==> src/rtl/cfgclk_burst_pkg.sv <==
package cfgclk_burst_pkg;
  localparam int OFS_COUNT     = 8;
  localparam int OFS_STAT      = 12;
  localparam int STAT_DONE_BIT = 0;
  localparam int STAT_BUSY_BIT = 1;
endpackage

==> src/rtl/cbc_engine.sv <==
module cbc_engine #(
  parameter int CNT_W = 16
) (
  input  logic             clk,
  input  logic             rst,
  input  logic             load,
  input  logic [CNT_W-1:0] load_val,
  output logic             cfg_clk_o,
  output logic             busy_o,
  output logic [CNT_W-1:0] rem_o,
  output logic             finish_o
);
  localparam logic [CNT_W-1:0] ONE = CNT_W'(1);

  logic last_fall;
  assign last_fall = busy_o && cfg_clk_o && (rem_o == ONE);
  // a load overrides any completion of the running burst
  assign finish_o  = load ? (load_val == '0) : last_fall;

  always_ff @(posedge clk) begin
    if (rst) begin
      cfg_clk_o <= 1'b0;
      busy_o    <= 1'b0;
      rem_o     <= '0;
    end else if (load) begin
      cfg_clk_o <= 1'b0;
      busy_o    <= (load_val != '0);
      rem_o     <= load_val;
    end else if (busy_o) begin
      if (cfg_clk_o) begin
        cfg_clk_o <= 1'b0;
        rem_o     <= rem_o - ONE;
        if (last_fall) busy_o <= 1'b0;
      end else begin
        cfg_clk_o <= 1'b1;
      end
    end
  end
endmodule

==> src/rtl/cbc_done.sv <==
module cbc_done (
  input  logic clk,
  input  logic rst,
  input  logic set_i,
  input  logic clr_i,
  output logic done_o
);
  always_ff @(posedge clk) begin
    if (rst)        done_o <= 1'b0;
    else if (set_i) done_o <= 1'b1;   // set has priority over clear
    else if (clr_i) done_o <= 1'b0;
  end
endmodule

==> src/rtl/cbc_rdmux.sv <==
module cbc_rdmux #(
  parameter int ADDR_W = 12,
  parameter int DATA_W = 32,
  parameter int CNT_W  = 16
) (
  input  logic              clk,
  input  logic              rst,
  input  logic              rd,
  input  logic [ADDR_W-1:0] addr,
  input  logic              done,
  input  logic              busy,
  input  logic [CNT_W-1:0]  rem,
  output logic [DATA_W-1:0] rdata
);
  import cfgclk_burst_pkg::*;

  logic [DATA_W-1:0] nxt;

  always_comb begin
    nxt = '0;
    if (rd) begin
      if (addr == ADDR_W'(OFS_STAT)) begin
        nxt[STAT_DONE_BIT] = done;
        nxt[STAT_BUSY_BIT] = busy;
      end else if (addr == ADDR_W'(OFS_COUNT)) begin
        nxt = DATA_W'(rem);
      end
    end
  end

  always_ff @(posedge clk) begin
    if (rst) rdata <= '0;
    else     rdata <= nxt;
  end
endmodule

==> src/rtl/cfgclk_burst.sv <==
module cfgclk_burst #(
  parameter int ADDR_W = 12,
  parameter int DATA_W = 32,
  parameter int CNT_W  = 16
) (
  input  logic              clk,
  input  logic              rst,
  input  logic              bus_wr,
  input  logic              bus_rd,
  input  logic [ADDR_W-1:0] bus_addr,
  input  logic [DATA_W-1:0] bus_wdata,
  output logic [DATA_W-1:0] bus_rdata,
  output logic              cfg_clk_o,
  output logic              busy_o,
  output logic              done_o
);
  import cfgclk_burst_pkg::*;

  logic             wr_count, wr_stat, w1c;
  logic [CNT_W-1:0] load_val;
  logic [CNT_W-1:0] rem;
  logic             finish;

  assign wr_count = bus_wr && (bus_addr == ADDR_W'(OFS_COUNT));
  assign wr_stat  = bus_wr && (bus_addr == ADDR_W'(OFS_STAT));
  assign load_val = bus_wdata[CNT_W-1:0];
  assign w1c      = (wr_stat && bus_wdata[STAT_DONE_BIT]) ||
                    (wr_count && (load_val != '0));

  cbc_engine #(.CNT_W(CNT_W)) u_engine (
    .clk      (clk),
    .rst      (rst),
    .load     (wr_count),
    .load_val (load_val),
    .cfg_clk_o(cfg_clk_o),
    .busy_o   (busy_o),
    .rem_o    (rem),
    .finish_o (finish)
  );

  cbc_done u_done (
    .clk   (clk),
    .rst   (rst),
    .set_i (finish),
    .clr_i (w1c),
    .done_o(done_o)
  );

  cbc_rdmux #(.ADDR_W(ADDR_W), .DATA_W(DATA_W), .CNT_W(CNT_W)) u_rd (
    .clk  (clk),
    .rst  (rst),
    .rd   (bus_rd),
    .addr (bus_addr),
    .done (done_o),
    .busy (busy_o),
    .rem  (rem),
    .rdata(bus_rdata)
  );
endmodule

==> config.mk <==
export PLATFORM = sky130hd
export DESIGN_NAME = cfgclk_burst
export DESIGN_NICKNAME = d
export VERILOG_FILES = /design/src/rtl/cfgclk_burst_pkg.sv /design/src/rtl/cbc_engine.sv /design/src/rtl/cbc_done.sv /design/src/rtl/cbc_rdmux.sv /design/src/rtl/cfgclk_burst.sv
export SDC_FILE = /design/constraint.sdc
export NUM_CORES = 1
export LEC_CHECK = 0
export ABC_AREA = 1
export BUFFER_PORTS_ARGS = -buffer_cell sky130_fd_sc_hd__buf_2
export CAP_MARGIN = 10
export CORE_AREA = 2 2 74 76
export CTS_BUF_LIST = sky130_fd_sc_hd__clkbuf_8
export CTS_CLUSTER_DIAMETER = 200
export DETAILED_ROUTE_END_ITERATION = 7
export DIE_AREA = 0 0 76 78
export GPL_ROUTABILITY_DRIVEN = 1
export GPL_TIMING_DRIVEN = 0
export PLACE_DENSITY = 0.82
export SYNTH_ARGS = -nofsm -noshare
export SYNTH_HDL_FRONTEND = slang
export SYNTH_HIERARCHICAL = 1
export SYNTH_SLANG_ARGS = --single-unit
export TNS_END_PERCENT = 10
==> constraint.sdc <==
create_clock -name clk -period 1.2 [get_ports clk]
set_input_delay 0.06 -clock clk [delete_from_list [all_inputs] [get_ports clk]]
set_output_delay 0.06 -clock clk [all_outputs]
set_load 0.05 [all_outputs]
==> impl_metrics.prom, run 1 <==
# TYPE chip_impl_metric gauge
chip_impl_metric{name="starting_utilization_of_the_core_area",unit=""} 0.445
chip_impl_metric{name="netlist_instances",unit=""} 348
chip_impl_metric{name="power_density",unit="mW/mm^2"} 803
chip_impl_info{name="outcome",value="complete, but fails checks"} 1
chip_impl_info{name="yosys.cell_count.top_type",value="sky130_fd_sc_hd__nand2_1"} 1
chip_impl_info{name="timing.critical_path.to_type",value="flip-flop"} 1
chip_impl_info{name="combinational_family_with_the_most_area_after_synthesis",value="simple AND/OR/NAND/NOR gates"} 1
chip_impl_metric{name="die_height",unit="um"} 78
chip_impl_info{name="clockRootBuffer",value="sky130_fd_sc_hd__clkbuf_8"} 1
chip_impl_metric{name="syn-cell-area",unit="mm^2"} 0.00225
chip_impl_metric{name="num_vias",unit=""} 2291
chip_impl_metric{name="sequentialPowerShare",unit=""} 0.501
chip_impl_metric{name="yosysUniqueCellTypes",unit=""} 33
chip_impl_metric{name="number_of_rows_created_at_floorplan",unit=""} 26
chip_impl_metric{name="final_setup_violations",unit=""} 3
chip_impl_metric{name="finalHoldViolations",unit=""} 0
chip_impl_info{name="unrepaired_setup_endpoints_after_global_routing",value="yes"} 1
chip_impl_metric{name="cts_made_buffers",unit=""} 5
chip_impl_metric{name="timing.critical_path.buf_inv",unit=""} 4
chip_impl_metric{name="clock_insertion_delay_worst_skew",unit="ns"} 0.29
chip_impl_metric{name="yosys.area.top_type_share",unit=""} 0.312
chip_impl_metric{name="ctsHoldBuffers",unit=""} 0
chip_impl_metric{name="power.switching",unit="mW"} 0.609
chip_impl_info{name="synth_commonest_cells",value="sky130_fd_sc_hd__nand2_1, sky130_fd_sc_hd__inv_1, sky130_fd_sc_hd__nor2_1"} 1
chip_impl_info{name="critical_path_cell_sequence",value="inv_4 > ha_4 > inv_2 > nor2_4 > buf_4 > nand2_1 > nand3_1 > nand2_1 > inv_1"} 1
chip_impl_metric{name="cp_slowest_stage_delay",unit="ns"} 0.37
chip_impl_metric{name="avgRoutedWirePerCell",unit="um"} 11.0
chip_impl_metric{name="num-nets-final",unit=""} 476
chip_impl_metric{name="clk_path_buf_depth",unit=""} 2
chip_impl_info{name="synth.area.top_cells",value="sky130_fd_sc_hd__dfxtp_1, sky130_fd_sc_hd__nand2_1, sky130_fd_sc_hd__inv_1"} 1
chip_impl_info{name="tritoncts",value="done"} 1
chip_impl_metric{name="worst_slew_margin_rel",unit=""} 0.634
chip_impl_info{name="worst_path_most_repeated_cell",value="sky130_fd_sc_hd__nand2_1"} 1
chip_impl_metric{name="synth-adder-area-share",unit=""} 0.0111
chip_impl_metric{name="critical_path_peak_fanout",unit=""} 3
chip_impl_metric{name="area.growth.synth_to_final",unit="%"} 27.9
chip_impl_metric{name="proportion_of_synthesized_area_in_mux_cells",unit=""} 0
chip_impl_metric{name="layout_min_cycle_time",unit="ns"} 1.23
chip_impl_metric{name="synth.avg_cell_area",unit="um^2"} 6.45
chip_impl_metric{name="number_of_global_route_vias_before_repair",unit=""} 2121
chip_impl_info{name="worst_path_max_delay_cell",value="sky130_fd_sc_hd__dfxtp_2"} 1
chip_impl_metric{name="slew_violations",unit=""} 0
chip_impl_metric{name="net_switching_fraction_of_the_power",unit=""} 0.264
chip_impl_metric{name="ant_nets",unit=""} 0
chip_impl_metric{name="p_clk_frac",unit=""} 0.372
chip_impl_metric{name="core_region_area",unit="mm^2"} 0.00504
chip_impl_metric{name="synth_xor_xnor_area_share",unit=""} 0.00780
chip_impl_metric{name="total_leakage_power",unit="nW"} 1.42
chip_impl_info{name="startpoint_to_endpoint_class_of_the_critical_path",value="flip-flop to flip-flop"} 1
chip_impl_metric{name="num_antenna_cells",unit=""} 0
chip_impl_metric{name="p_total",unit="mW"} 2.31
chip_impl_metric{name="fin_crit_sh",unit=""} 1.02
chip_impl_metric{name="synth_simple_gate_area_share",unit=""} 0.397
chip_impl_metric{name="fillerInstances",unit=""} 470
chip_impl_metric{name="dp_hpwl",unit="mm"} 4.06
chip_impl_metric{name="grt_first_pass_wirelength",unit="mm"} 9.10
chip_impl_metric{name="largest_net_degree_at_the_start_of_global_routing",unit=""} 11
chip_impl_info{name="hold_path_class",value="input pin to flip-flop"} 1
chip_impl_metric{name="place.gp.congestion",unit=""} 0.897
chip_impl_metric{name="post-route-worst-setup-slack",unit="ns"} -0.0250
chip_impl_metric{name="place.port_buffers",unit=""} 50
chip_impl_metric{name="proportion_of_register_bits_with_asynchronous_set_or_reset_after_synthesis",unit=""} 0
chip_impl_metric{name="seq_area_frac_synth",unit=""} 0.312
chip_impl_metric{name="dr.first_iter.drc_count",unit=""} 135
chip_impl_metric{name="ys_warn_count",unit=""} 6
chip_impl_metric{name="io_pins",unit=""} 83
chip_impl_metric{name="drc_errors",unit=""} 0
chip_impl_metric{name="cts_num_sinks",unit=""} 35
chip_impl_metric{name="finalCoreUtilization",unit=""} 0.570
chip_impl_info{name="critical_path.startpoint_type",value="flip-flop"} 1
chip_impl_metric{name="wl",unit="mm"} 5.45
chip_impl_info{name="synth_flop_cell",value="sky130_fd_sc_hd__dfxtp_1"} 1
chip_impl_metric{name="dieWidth",unit="um"} 76
chip_impl_metric{name="post_route_cells_drive_above_1_share",unit=""} 0.345
chip_impl_metric{name="critPathRequiredTime",unit="ns"} 1.39
chip_impl_metric{name="die_area",unit="mm^2"} 0.00593
chip_impl_metric{name="vias_per_cell",unit=""} 4.62
chip_impl_metric{name="grt_antenna_before_repair",unit=""} 0
chip_impl_metric{name="p_comb_frac",unit=""} 0.127
chip_impl_metric{name="critical_path_arrival",unit="ns"} 1.42
chip_impl_metric{name="power_report.internal_total",unit="mW"} 1.70
chip_impl_metric{name="h_tree_level_count",unit=""} 2
chip_impl_metric{name="synth_edf_count",unit=""} 0
chip_impl_metric{name="irDropWorstVdd",unit="mV"} 0.407
chip_impl_metric{name="synth_compound_gate_area_share",unit=""} 0.0847
chip_impl_metric{name="clkTransAtPathRegs",unit="ns"} 0.07
chip_impl_info{name="violations",value="setup timing"} 1
chip_impl_metric{name="globalRouteOverflowTotal",unit=""} 0
chip_impl_info{name="synthDominantAreaCellType",value="sky130_fd_sc_hd__dfxtp_1"} 1
chip_impl_metric{name="clock.fmax",unit="MHz"} 816
chip_impl_info{name="crit_family",value="flip-flops"} 1
chip_impl_metric{name="drv.max_cap_violation_count",unit=""} 0
chip_impl_metric{name="globalRouteTotalUtil",unit=""} 0.191
chip_impl_metric{name="postSynthRegisterBits",unit=""} 35
chip_impl_metric{name="tightest_slew",unit="ns"} 0.549
chip_impl_metric{name="firstDrtPassIters",unit=""} 4
chip_impl_metric{name="finalClockSkew",unit="ns"} 0.0116
==> metal layers <==
| layer | vias up | track usage | routed length, um |
|---|---|---|---|
| met1 | 984 | 0.217 | 2120 |
| li1 | 1183 | - | - |
| met5 | - | 0 | 0 |
| met2 | 108 | 0.327 | 2640 |
| met4 | 0 | 0.109 | 207 |
| met3 | 16 | 0.0465 | 482 |
==> what timing repair did <==
item / in CTS / in global routing
pin swaps: 6 / 8
resized for setup: 20 / 11
setup endpoints to repair: 10 / 15
gates cloned: 0 / 0
setup buffers: 5 / 1
==> flip-flops by register name (all words and copies together), names as in the netlist <==
name and cells:
u_engine/rem_o 16, u_rd/rdata 16, u_done/done_o 1, u_engine/busy_o 1
u_engine/cfg_clk_o 1
==> final cells by class <==
type,instances,area [um^2],share of cell area
tap,70,87.6,0.0305
sequential,35,718,0.250
timing repair buffer,56,299,0.104
clock inverter,1,5.00,0.00174
inverter,68,258,0.0897
multi-input combinational,239,1260,0.439
buffer,21,163,0.0566
clock buffer,6,82.6,0.0287
==> power by group through the flow <==
stage          Sequential [mW]  Clock (mW)  Combinational, mW
3_3_place_gp              1.18           0              0.285
4_1_cts                   1.16       0.878              0.290
2_1_floorplan             1.18           0              0.202
3_5_place_dp              1.18           0              0.289
6_report                  1.16       0.858              0.293
5_1_grt                   1.16       0.927              0.318
==> worst register-to-register path: cells and delay by family (launching register included) <==
family        cells  cell delay (ns)
simple gates      4             0.28
buf+inv           4             0.32
flops             1             0.37
fa+ha+maj         1             0.17
==> worst paths after layout <==
path                              startpoint                             end  slack [ns]  depth (start not counted)
max           u_engine/rem_o[0]$_SDFFE_PP0P_  u_engine/rem_o[2]$_SDFFE_PP0P_       -0.03                          9
min                                      rst      u_done/done_o$_SDFFE_PP0P_        0.04                          2
max reg2reg   u_engine/rem_o[0]$_SDFFE_PP0P_  u_engine/rem_o[2]$_SDFFE_PP0P_       -0.03                          9
min reg2reg  u_engine/rem_o[15]$_SDFFE_PP0P_       u_rd/rdata[15]$_SDFF_PP0_        0.47                          2
==> cell families (layout without fill, tap and decap cells) <==
group,Yosys count,count (layout)
adder cells (fa/ha/maj),2,2
buffers and inverters,89,152
AO/OA/AOI/OAI,33,33
other,1,16
flip-flops,35,35
XOR/XNOR,2,2
AND/OR/NAND/NOR,186,186
==> through the flow <==
| step | setup WS [ns] | hold WS [ns] | area (um^2) | cells | setup TNS (ns) |
|---|---|---|---|---|---|
| 2_1_floorplan | 0.0482 | 0.122 | 2310 | 363 | 0 |
| 6_report | -0.0250 | 0.0385 | 2870 | 496 | -0.0627 |
| 5_1_grt | -0.0800 | 0.0558 | 2870 | 496 | -0.726 |
| 4_1_cts | -0.0154 | 0.0454 | 2820 | 495 | -0.0154 |
| 3_5_place_dp | -0.206 | 0.349 | 2650 | 483 | -1.95 |
| 3_3_place_gp | -0.176 | 0.354 | 2650 | 483 | -1.23 |
==> cells in the final DEF (no fill, tap or decap), types with 2 or more instances in the layout <==
cell type and count:
sky130_fd_sc_hd__nand2_2 3, sky130_fd_sc_hd__a21oi_1 11, sky130_fd_sc_hd__clkbuf_8 6, sky130_fd_sc_hd__dfxtp_4 2
sky130_fd_sc_hd__buf_4 21, sky130_fd_sc_hd__o211ai_1 2, sky130_fd_sc_hd__nor2_4 14, sky130_fd_sc_hd__nor2_1 42
sky130_fd_sc_hd__nand2_1 69, sky130_fd_sc_hd__o22ai_1 4, sky130_fd_sc_hd__buf_6 4, sky130_fd_sc_hd__dfxtp_1 25
sky130_fd_sc_hd__nand2_4 4, sky130_fd_sc_hd__a21oi_2 2, sky130_fd_sc_hd__conb_1 16, sky130_fd_sc_hd__inv_1 59
sky130_fd_sc_hd__nand3_1 29, sky130_fd_sc_hd__inv_2 7, sky130_fd_sc_hd__nor2_2 19, sky130_fd_sc_hd__o21ai_0 6
sky130_fd_sc_hd__dfxtp_2 8, sky130_fd_sc_hd__buf_2 51, sky130_fd_sc_hd__o21ai_1 4
Power figures use the tool's default switching activity.
==> inputs of run 2 (changes only) <==
- CORE_AREA: 2 2 74 76 -> 2 2 85 67
- DIE_AREA: 0 0 76 78 -> 0 0 87 69
- PLACE_DENSITY: 0.82 -> 0.79
- clock period: 1.2 -> 1.5 ns (I/O delays scaled with it)
==> run 2 against run 1 <==
The flow now finishes without violations. Die area increased by 1.3%. Clock skew fell by 0.0046 ns. Flip-flop and latch count stayed put. Count of clock-buffer cells in the layout unchanged. Final area is 4.3% lower. Setup slack gained 0.17 ns. Via count is 3.0% lower. Hold slack improved by 0.025 ns. Register-to-register slack better by 0.17 ns. Clock power is 2% higher. Global-route usage down 1.2 points. Critical endpoint is now u_engine/rem_o[6]$_SDFFE_PP0P_. Largest power group unchanged.
==> impl_metrics.prom, run 2 (same netlist as run 1, synthesis figures left out) <==
# TYPE chip_impl_metric gauge
chip_impl_metric{name="drc_errors",unit=""} 0
chip_impl_metric{name="cts_resized",unit=""} 0
chip_impl_metric{name="num_vias",unit=""} 2222
chip_impl_info{name="layout_commonest_cell",value="sky130_fd_sc_hd__nand2_1"} 1
chip_impl_metric{name="worst_slew_margin_rel",unit=""} 0.618
chip_impl_metric{name="p_total",unit="mW"} 2.04
chip_impl_metric{name="die_height",unit="um"} 69
chip_impl_metric{name="globalRouteOverflowTotal",unit=""} 0
chip_impl_metric{name="number_of_global_route_vias_before_repair",unit=""} 1978
chip_impl_metric{name="starting_utilization_of_the_core_area",unit=""} 0.436
chip_impl_metric{name="sequentialPowerShare",unit=""} 0.455
chip_impl_metric{name="irDropWorstVdd",unit="mV"} 0.545
chip_impl_metric{name="power_report.internal_total",unit="mW"} 1.54
chip_impl_metric{name="grt_first_pass_wirelength",unit="mm"} 8.54
chip_impl_info{name="outcome",value="complete, no violations"} 1
chip_impl_metric{name="clk_path_buf_depth",unit=""} 2
chip_impl_metric{name="layout_min_cycle_time",unit="ns"} 1.36
chip_impl_metric{name="clkTransAtPathRegs",unit="ns"} 0.07
chip_impl_metric{name="post-cts-setup-buffer-count",unit=""} 0
chip_impl_metric{name="p_clk_frac",unit=""} 0.430
chip_impl_metric{name="finalHoldViolations",unit=""} 0
chip_impl_info{name="unrepaired_setup_endpoints_after_global_routing",value="no"} 1
chip_impl_metric{name="cts_num_sinks",unit=""} 35
chip_impl_metric{name="critical_path_arrival",unit="ns"} 1.51
chip_impl_metric{name="power.switching",unit="mW"} 0.499
chip_impl_metric{name="slew_violations",unit=""} 0
chip_impl_info{name="clockRootBuffer",value="sky130_fd_sc_hd__clkbuf_8"} 1
chip_impl_metric{name="power_density",unit="mW/mm^2"} 742
chip_impl_info{name="hold_path_class",value="input pin to flip-flop"} 1
chip_impl_metric{name="routed_length_on_met1",unit="mm"} 2.30
chip_impl_metric{name="drv.max_cap_violation_count",unit=""} 0
chip_impl_metric{name="met2RoutedLength",unit="mm"} 2.43
chip_impl_metric{name="ctsHoldBuffers",unit=""} 0
chip_impl_info{name="top_signal_layer_used",value="met4"} 1
chip_impl_metric{name="fin_setup_tns",unit="ns"} 0
chip_impl_info{name="startpoint_to_endpoint_class_of_the_critical_path",value="flip-flop to flip-flop"} 1
chip_impl_metric{name="total_leakage_power",unit="nW"} 1.35
chip_impl_metric{name="place.gp.congestion",unit=""} 0.891
chip_impl_metric{name="dieWidth",unit="um"} 87
chip_impl_metric{name="wl",unit="mm"} 5.20
chip_impl_metric{name="met3RoutedLength",unit="um"} 395
chip_impl_metric{name="dr.first_iter.drc_count",unit=""} 209
chip_impl_metric{name="critical_path_peak_fanout",unit=""} 4
chip_impl_metric{name="grt_antenna_before_repair",unit=""} 0
chip_impl_info{name="most-common-layout-cells",value="sky130_fd_sc_hd__nand2_1, sky130_fd_sc_hd__inv_1, sky130_fd_sc_hd__buf_2"} 1
chip_impl_metric{name="num_antenna_cells",unit=""} 0
chip_impl_metric{name="number_of_rows_created_at_floorplan",unit=""} 23
chip_impl_metric{name="area.growth.synth_to_final",unit="%"} 22.5
chip_impl_metric{name="cts_made_buffers",unit=""} 5
chip_impl_metric{name="vias_per_cell",unit=""} 4.60
chip_impl_metric{name="num-nets-final",unit=""} 470
chip_impl_metric{name="post_route_cells_drive_above_1_share",unit=""} 0.290
chip_impl_metric{name="critPathRequiredTime",unit="ns"} 1.65
chip_impl_info{name="tritoncts",value="done"} 1
chip_impl_metric{name="fin_hold_ws",unit="ns"} 0.0632
chip_impl_metric{name="h_tree_level_count",unit=""} 2
chip_impl_metric{name="dp_hpwl",unit="mm"} 4.12
chip_impl_metric{name="finalClockSkew",unit="ns"} 0.00708
chip_impl_metric{name="ant_nets",unit=""} 0
chip_impl_info{name="critical_path.startpoint_type",value="flip-flop"} 1
chip_impl_info{name="biggestRegsByFlops",value="u_engine/rem_o x16, u_rd/rdata x16"} 1
chip_impl_metric{name="die_area",unit="mm^2"} 0.00600
chip_impl_metric{name="place.port_buffers",unit=""} 50
chip_impl_metric{name="p_comb_frac",unit=""} 0.115
chip_impl_metric{name="fin_crit_sh",unit=""} 0.906
chip_impl_metric{name="clock.fmax",unit="MHz"} 736
chip_impl_info{name="timing.critical_path.to_type",value="flip-flop"} 1
chip_impl_metric{name="core_region_area",unit="mm^2"} 0.00515
chip_impl_metric{name="tightest_slew",unit="ns"} 0.573
chip_impl_metric{name="final_setup_violations",unit=""} 0
chip_impl_metric{name="clock_insertion_delay_worst_skew",unit="ns"} 0.29
chip_impl_metric{name="io_pins",unit=""} 83
chip_impl_metric{name="firstDrtPassIters",unit=""} 4
chip_impl_metric{name="globalRouteTotalUtil",unit=""} 0.179
chip_impl_metric{name="fillerInstances",unit=""} 515
chip_impl_metric{name="avgRoutedWirePerCell",unit="um"} 10.8
chip_impl_metric{name="net_switching_fraction_of_the_power",unit=""} 0.245
chip_impl_metric{name="largest_net_degree_at_the_start_of_global_routing",unit=""} 12
==> run 2: cell type report <==
cell class                 instances  area [um^2]  area share
clock inverter                     2         35.0      0.0127
sequential                        35          701       0.255
timing repair buffer              50          250      0.0910
inverter                          68          255      0.0928
tap                               62         77.6      0.0282
clock buffer                       6         82.6      0.0300
buffer                            21          163      0.0591
multi-input combinational        239         1190       0.431
==> run 2: critical path, stage by stage, from the launching register on <==
cell and delay, ns:
sky130_fd_sc_hd__dfxtp_1 0.40, sky130_fd_sc_hd__inv_1 0.08, sky130_fd_sc_hd__ha_1 0.21, sky130_fd_sc_hd__inv_1 0.10, sky130_fd_sc_hd__nor2_2 0.06, sky130_fd_sc_hd__nand3_1 0.09
sky130_fd_sc_hd__nand2_1 0.06, sky130_fd_sc_hd__a21oi_1 0.15, sky130_fd_sc_hd__nor2_1 0.07
==> run 2: routing by layer <==
| layer | GRT usage | up-vias |
|---|---|---|
| met3 | 0.0443 | 8 |
| li1 | - | 1174 |
| met5 | 0 | - |
| met1 | 0.222 | 959 |
| met4 | 0.0556 | 0 |
| met2 | 0.301 | 81 |
==> run 2: final timing paths <==
| kind | end | from | slack, ns | cells after the start |
|---|---|---|---|---|
| hold reg to reg | u_rd/rdata[15]$_SDFF_PP0_ | u_engine/rem_o[15]$_SDFFE_PP0P_ | 0.46 | 2 |
| setup reg to reg | u_engine/rem_o[6]$_SDFFE_PP0P_ | u_engine/rem_o[1]$_SDFFE_PP0P_ | 0.14 | 8 |
| setup / recovery | u_engine/rem_o[6]$_SDFFE_PP0P_ | u_engine/rem_o[1]$_SDFFE_PP0P_ | 0.14 | 8 |
| hold / removal | u_done/done_o$_SDFFE_PP0P_ | rst | 0.06 | 2 |
==> run 2: metrics by stage <==
stage                util  worst slack, ns  instances  area [um^2]
global placement    0.511           0.0954        475         2630
CTS                 0.533            0.154        483         2750
floorplan               -           0.0384        363         2300
finish              0.534            0.141        483         2750
global route        0.534           0.0397        483         2750
detailed placement  0.511           0.0279        475         2630
==> run 2: power groups by stage <==
stage,Sequential (mW),Combinational (mW),Clock [mW]
after global routing,0.928,0.252,0.932
after global placement,0.950,0.228,0
after floorplan,0.950,0.162,0
after CTS,0.929,0.233,0.899
after detailed placement,0.950,0.233,0
final,0.929,0.235,0.876
